[config.mk]
export PLATFORM = sky130hd
export DESIGN_NAME = indicator_alarm_gen
export DESIGN_NICKNAME = d
export VERILOG_FILES = /design/src/rtl/indicator_alarm_gen.sv
export SDC_FILE = /design/constraint.sdc
export NUM_CORES = 1
export LEC_CHECK = 0
export CAP_MARGIN = 20
export CORE_MARGIN = 2
export CORE_UTILIZATION = 29
export CTS_CLUSTER_DIAMETER = 40
export CTS_CLUSTER_SIZE = 12
export DETAILED_ROUTE_END_ITERATION = 10
export PLACE_DENSITY = 0.49
export RECOVER_POWER = 50
export SLEW_MARGIN = 25
export SYNTH_ARGS = -nofsm -noshare
export SYNTH_HDL_FRONTEND = slang
export SYNTH_SLANG_ARGS = --single-unit
[constraint.sdc]
create_clock -name clk -period 3.5 [get_ports clk]
set_input_delay 0.7 -clock clk [delete_from_list [all_inputs] [get_ports clk]]
set_output_delay 0.7 -clock clk [all_outputs]
set_load 0.02 [all_outputs]
[src/rtl/indicator_alarm_gen.sv]
module indicator_alarm_gen #(
  parameter int CHG_HALF      = 6,
  parameter int TRK_HALF      = 3,
  parameter int ALM_HALF      = 10,
  parameter int BURST_HALF    = 8,
  parameter int BURST_PERIODS = 4
) (
  input  logic       clk,
  input  logic       rst,
  input  logic [1:0] mode_sel,
  input  logic       alarm_trig,
  output logic       led_out,
  output logic       burst_out
);

  localparam int LED_MAX   = (CHG_HALF > TRK_HALF) ?
                             ((CHG_HALF > ALM_HALF) ? CHG_HALF : ALM_HALF) :
                             ((TRK_HALF > ALM_HALF) ? TRK_HALF : ALM_HALF);
  localparam int LW        = $clog2(LED_MAX + 1);
  localparam int BURST_LEN = 2 * BURST_HALF * BURST_PERIODS;
  localparam int BW        = $clog2(BURST_LEN + 1);
  localparam logic [31:0] PER_LEN  = 32'(2 * BURST_HALF);
  localparam logic [31:0] HIGH_LEN = 32'(BURST_HALF);

  logic [LW-1:0] led_cnt;
  logic [LW-1:0] led_lim;
  logic          burst_act;
  logic [BW-1:0] burst_cnt;

  always_comb begin
    case (mode_sel)
      2'b01:   led_lim = LW'(TRK_HALF - 1);
      2'b10:   led_lim = LW'(ALM_HALF - 1);
      default: led_lim = LW'(CHG_HALF - 1);
    endcase
  end

  always_ff @(posedge clk) begin
    if (rst) begin
      led_cnt <= '0;
      led_out <= 1'b0;
    end else if (led_cnt >= led_lim) begin
      led_cnt <= '0;
      led_out <= ~led_out;
    end else begin
      led_cnt <= led_cnt + 1'b1;
    end
  end

  always_ff @(posedge clk) begin
    if (rst) begin
      burst_act <= 1'b0;
      burst_cnt <= '0;
    end else if (!burst_act) begin
      burst_act <= alarm_trig;
      burst_cnt <= '0;
    end else if (burst_cnt == BW'(BURST_LEN - 1)) begin
      burst_act <= 1'b0;
      burst_cnt <= '0;
    end else begin
      burst_cnt <= burst_cnt + 1'b1;
    end
  end

  assign burst_out = burst_act && ((32'(burst_cnt) % PER_LEN) < HIGH_LEN);

endmodule

==> flow_summary.toml, run 1 <==
[pwr]
pwr-share-clk_pct = 27.8
total_power_uw = 328
power.switching_uw = 91.4
netSwitchingFraction_pct = 27.9
sequentialPowerShare_pct = 51.6
peakVddDrop_v = 0.000242
comb_power_share_pct = 20.7
intPower_uw = 236
leakage_uw = 0.000319
pwr_density_cell_nw_per_um2 = 437

[clock_network]
post_cts_resized = 0
cts_setup_buffers = 0
clk_latency_ns = 0.27
htreeDepth = 1
root_buffer = "clkbuf_4"
clk_pin_slew_worst_paths_ns = 0.08
cts_tree = "built"
cts_sinks = 13
cts_made_buffers = 3
hold_buffers = 0
cts_buffer_depth = 2

[grt]
grt_pass1_wl_um = 1840
grtUsageTotal_pct = 9.51
grt_pass1_vias = 433
grt_max_degree = 9
grt_overflow = 0
antenna_found_initial = 0

[synth]
syn_avg_cell_area_um2 = 9.10
synth_area_um2 = 628
synthesis.instances = 69
ys_types = 19
synth_nets = 82
yosys_warnings = 0
ys_ff_latch = 13
seq_area_frac_synth_pct = 41.4

[layout]
drive_gt1_share_pct = 7.59
n_antenna_cell = 0
syn2layout_area_growth_pct = 19.3
layout.nets = 93
fin_cells = 106

[worst_hold_path]
hp-class = "reg2reg"
hold_path_depth = 1

[route]
drt-vias-per-instance = 4.18
wire_per_inst_um = 9.26
dr.first_iter.drc_count = 3
wl_um = 982
drt_first_pass_iters = 2
num_vias = 443
final_antenna_net_count = 0
drc = 0

[sta]
slew_headroom_pct = 80.5
worst_slew_pin_slew_ns = 0.292
drv_slew = 0
finalHoldViolations = 0
finalSetupViolCount = 0
fmaxAchievable_ghz = 0.399
setup_tns_ns = 0
period_minus_slack_ns = 2.51
period_share_pct = 71.7
worst_clock_skew_ns = 0.00637
rsz0062_at_grt = "false"

[setup_path]
arrival_ns = 2.67
cpPeakStageDelay_ns = 0.48
crit_slowest_cell = "clkdlybuf4s50_1"
cp_num_buf_inv = 3
cp-end-kind = "flip-flop"
path_depth = 9
crit_type = "in2reg"
worstPathCellList = "clkdlybuf4s50_1 -> inv_1 -> ha_1 -> inv_1 -> ha_1 -> nand2b_1 -> a211o_1 -> a21oi_1 -> mux2_1"
cp_top_family = "buffers and inverters"
startpoint_type = "primary input"
reg2reg_depth = 6
cp_max_fo = 3
cp_data_required_time_ns = 3.66

[status]
status = "complete, no violations"

[place]
portBuffers = 6
dp_cells = 102
routabilityCongestion = 0.736
place_hpwl_um = 796

[floorplan]
core-area_um2 = 2000
die_w_um = 50.5
initial_core_util_pct = 31.4
fp.dieArea_um2 = 2550
die_h_um = 50.5
num_rows = 16
ios = 7

[job]
drv_cap = 0
## path summary, 6_finish.rpt
kind / startpoint / endpoint / slack, ns
min reg2reg: burst_cnt[0]$_SDFF_PP0_ / burst_cnt[0]$_SDFF_PP0_ / 0.47
max reg2reg: led_cnt[0]$_SDFF_PP0_ / led_out$_SDFFE_PP0P_ / 1.65
min: burst_cnt[0]$_SDFF_PP0_ / burst_cnt[0]$_SDFF_PP0_ / 0.47
max: mode_sel[1] / led_out$_SDFFE_PP0P_ / 0.99
## area by class of cell
| class | instances | area, µm² |
|---|---|---|
| fill | 220 | 1250 |
| clock inverter | 1 | 5.00 |
| timing repair buffer | 6 | 60.1 |
| sequential | 13 | 260 |
| tap | 27 | 33.8 |
| multi-input combinational | 47 | 334 |
| clock buffer | 3 | 22.5 |
| inverter | 9 | 33.8 |
## per-layer routing
layer | GRT usage, % | routed length (µm) | vias to the layer above
met5 | 0 | 0 | -
met4 | 2.70 | 14 | 0
met3 | 4.46 | 21 | 2
met2 | 13.8 | 439 | 2
met1 | 12.5 | 507 | 197
li1 | - | - | 242
## worst reg2reg max path: stages (launching register included)
cell and delay, ns:
dfxtp_1 0.42, inv_1 0.07, ha_1 0.28, nand2b_1 0.14, a211o_1 0.34, a21oi_1 0.16
mux2_1 0.33
## logic make-up after synthesis
group / count (synthesis) / share of synthesized area, %
buffers and inverters: 9 / 5.38
muxes: 1 / 1.79
DFF: 13 / 41.4
xor gates and xnor gates: 6 / 8.37
adders and majority gates: 8 / 15.9
AOI/OAI and AO/OA: 6 / 7.97
and+or+nand+nor: 26 / 19.1
## cell usage in the layout (no fill, tap or decap), drive strengths merged
| master | synthesis | routed |
|---|---|---|
| nor2 | 13 | 13 |
| dfxtp | 13 | 13 |
| inv | 9 | 9 |
| ha | 8 | 8 |
| clkdlybuf4s50 | 0 | 5 |
| nand3 | 4 | 4 |
| xor2 | 3 | 3 |
| xnor2 | 3 | 3 |
| clkbuf | 0 | 3 |
| nor2b | 2 | 2 |
| nand2b | 2 | 2 |
| a211o | 2 | 2 |
| nand2 | 2 | 2 |
| o21ai | 1 | 1 |
| a2111oi | 1 | 1 |
| a21oi | 1 | 1 |
| mux2 | 1 | 1 |
| nor3 | 1 | 1 |
| a211oi | 1 | 1 |
| nor3b | 1 | 1 |
| or2 | 1 | 1 |
| clkinv | 0 | 1 |
| dlygate4sd3 | 0 | 1 |
## power by group through the flow
| stage | clock network, µW | logic (µW) | registers [µW] |
|---|---|---|---|
| floorplan | 0 | 44.1 | 174 |
| global placement | 0 | 66.1 | 172 |
| detailed placement | 0 | 69.6 | 173 |
| CTS | 96.5 | 69.9 | 169 |
| global route | 103 | 78.3 | 171 |
| finish | 91.0 | 67.7 | 169 |
## cell usage after synthesis
library cell / count / area, µm²
nor2_1: 13 / 48.8
nand2b_1: 2 / 12.5
a21oi_1: 1 / 5.00
a2111oi_2: 1 / 15.0
o21ai_0: 1 / 5.00
nor2b_1: 2 / 12.5
or2_2: 1 / 6.26
mux2_1: 1 / 11.3
a211oi_1: 1 / 7.51
nand2_1: 2 / 7.51
nand3_1: 4 / 20.0
xnor2_1: 3 / 26.3
nor3_1: 1 / 5.00
nor3b_1: 1 / 7.51
a211o_1: 2 / 17.5
inv_1: 9 / 33.8
xor2_1: 3 / 26.3
dfxtp_1: 13 / 260
ha_1: 8 / 100
## registers in the layout, indices dropped and copies added (netlist names)
signal,flops
burst_act,1
burst_cnt,7
led_out,1
led_cnt,4
## metrics by stage
| stage | cell area [µm²] | setup WS (ns) | hold WS [ns] | util (%) |
|---|---|---|---|---|
| after floorplan | 628 | 1.31 | 0.430 | - |
| final | 749 | 0.991 | 0.473 | 37.4 |
| after global routing | 749 | 0.859 | 0.495 | 37.4 |
| after global placement | 722 | 0.752 | 0.452 | 36.1 |
| after CTS | 749 | 0.975 | 0.478 | 37.4 |
| after detailed placement | 722 | 0.683 | 0.457 | 36.1 |
(Power assumes the default switching activity.)
==> inputs of run 2 (changes only) <==
==> constraint.sdc (replaced) <==
create_clock -name clk -period 2.6 [get_ports clk]
set_input_delay 0.52 -clock clk [delete_from_list [all_inputs] [get_ports clk]]
set_output_delay 0.52 -clock clk [all_outputs]
set_load 0.02 [all_outputs]
==> run 2 against run 1 <==
Clock-buffer cell count increased by 1. Wire length decreased by 3.7%. Power increased by 34%. Sequential share of layout area increased by 0.058 points. Hold slack improved by 0.011 ns. Clock power increased by 34%. Final cell count unchanged. Largest cell class unchanged. Non-clock buffer count unchanged. First-iteration DRC count increased by 130%. Design area decreased by 0.17%. Core utilization decreased by 0.062 points.
==> flow_summary.toml, run 2 (synthesis gave the netlist of run 1 again) <==
[clock_network]
cts_made_buffers = 3
root_buffer = "clkbuf_4"
htreeDepth = 1
cts_sinks = 13
cts_tree = "built"
cts_setup_buffers = 0
clk_pin_slew_worst_paths_ns = 0.08
hold_buffers = 0
cts_buffer_depth = 2
clk_latency_ns = 0.27
post_cts_resized = 0

[sta]
period_minus_slack_ns = 2.29
slew_headroom_pct = 82.8
rsz0062_at_grt = "false"
worst_clock_skew_ns = 0.00359
setup_tns_ns = 0
finalSetupViolCount = 0
worst_slew_pin_slew_ns = 0.258
fmaxAchievable_ghz = 0.436
drv_slew = 0
period_share_pct = 88.2
holdWs_ns = 0.484
finalHoldViolations = 0

[setup_path]
cp_data_required_time_ns = 2.76
arrival_ns = 2.46
startpoint_type = "primary input"
cp-end-kind = "flip-flop"
crit_type = "in2reg"
cp_max_fo = 3

[pwr]
power.switching_uw = 118
pwr_density_cell_nw_per_um2 = 586
pwr-share-clk_pct = 27.7
sequentialPowerShare_pct = 51.8
comb_power_share_pct = 20.5
intPower_uw = 320
peakVddDrop_v = 0.000368
netSwitchingFraction_pct = 26.9
leakage_uw = 0.000316

[layout]
layout.nets = 93
n_antenna_cell = 0
syn2layout_area_growth_pct = 19.1
utilization_pct = 37.4
drive_gt1_share_pct = 6.33
largest_reg_flops = 7
n_fill_cell = 221
final_area_um2 = 748
largestRegisters = "burst_cnt (7), led_cnt (4)"
largest_register = "burst_cnt"
regArea_um2 = 260
multi_input_area_um2 = 334
fin_cells = 106
layout_common_cells = "13 x nor2_1, 13 x dfxtp_1, 9 x inv_1, 8 x ha_1, 5 x clkdlybuf4s50_1"

[route]
num_vias = 435
drc = 0
wire_per_inst_um = 8.92
drt_first_pass_iters = 4
wl_um = 946
drt-vias-per-instance = 4.10
dr.first_iter.drc_count = 7
final_antenna_net_count = 0

[grt]
grt_overflow = 0
grt_max_degree = 8
antenna_found_initial = 0
grtUsageTotal_pct = 8.49
grt_pass1_vias = 374
grt_pass1_wl_um = 1590

[floorplan]
die_w_um = 50.5
initial_core_util_pct = 31.4
core-area_um2 = 2000
die_h_um = 50.5
ios = 7
fp.dieArea_um2 = 2550
num_rows = 16

[worst_hold_path]
hp-class = "reg2reg"

[place]
routabilityCongestion = 0.711
place_hpwl_um = 724
dp_cells = 102
dpl_cell_area_um2 = 722
portBuffers = 6

[status]
status = "complete, no violations"

[job]
drv_cap = 0
[run 2: changes by cell type in the layout (fill, tap and decap cells not counted)]
cell      before  now
clkinv_2       1    0
clkbuf_1       0    1
[run 2: path summary, 6_finish.rpt]
| check | start | endpoint | slack [ns] | cells after the start |
|---|---|---|---|---|
| max | mode_sel[1] | led_out$_SDFFE_PP0P_ | 0.31 | 9 |
| min | burst_cnt[0]$_SDFF_PP0_ | burst_cnt[0]$_SDFF_PP0_ | 0.48 | 1 |
| max reg2reg | led_cnt[0]$_SDFF_PP0_ | led_out$_SDFFE_PP0P_ | 0.78 | 6 |
| min reg2reg | burst_cnt[0]$_SDFF_PP0_ | burst_cnt[0]$_SDFF_PP0_ | 0.48 | 1 |
[run 2: power by group through the flow]
stage | clock network (µW) | logic, µW | registers (µW)
2_1_floorplan | 0 | 59.4 | 234
3_3_place_gp | 0 | 89.5 | 232
3_5_place_dp | 0 | 90.8 | 232
4_1_cts | 131 | 91.7 | 227
5_1_grt | 141 | 100 | 230
6_report | 122 | 90.0 | 227
[run 2: cell type report]
class / count / share of cell area [%]
tap: 27 / 4.52
timing repair buffer: 6 / 8.03
sequential: 13 / 34.8
clock buffer: 4 / 3.51
multi-input combinational: 47 / 44.6
inverter: 9 / 4.52
[run 2: stage by stage]
step | setup slack [ns] | power [µW]
finish | 0.306 | 439
global placement | 0.0402 | 321
detailed placement | 0.0198 | 323
CTS | 0.316 | 450
floorplan | 0.595 | 293
global route | 0.257 | 471
[run 2: per-layer routing]
layer  track usage (%)  up-vias  share of wire (%)
met4              2.70        0                1.5
li1                  -      246                  -
met3              4.46        2                2.2
met2              11.0        2                 41
met5                 0        -                  0
met1              11.9      185                 55
[run 2: critical path: stages]
cell and delay, ns:
clkdlybuf4s50_1 0.48, inv_1 0.04, ha_1 0.16, inv_1 0.07, ha_1 0.22, nand2b_1 0.14, a211o_1 0.33, a21oi_1 0.16
mux2_1 0.33
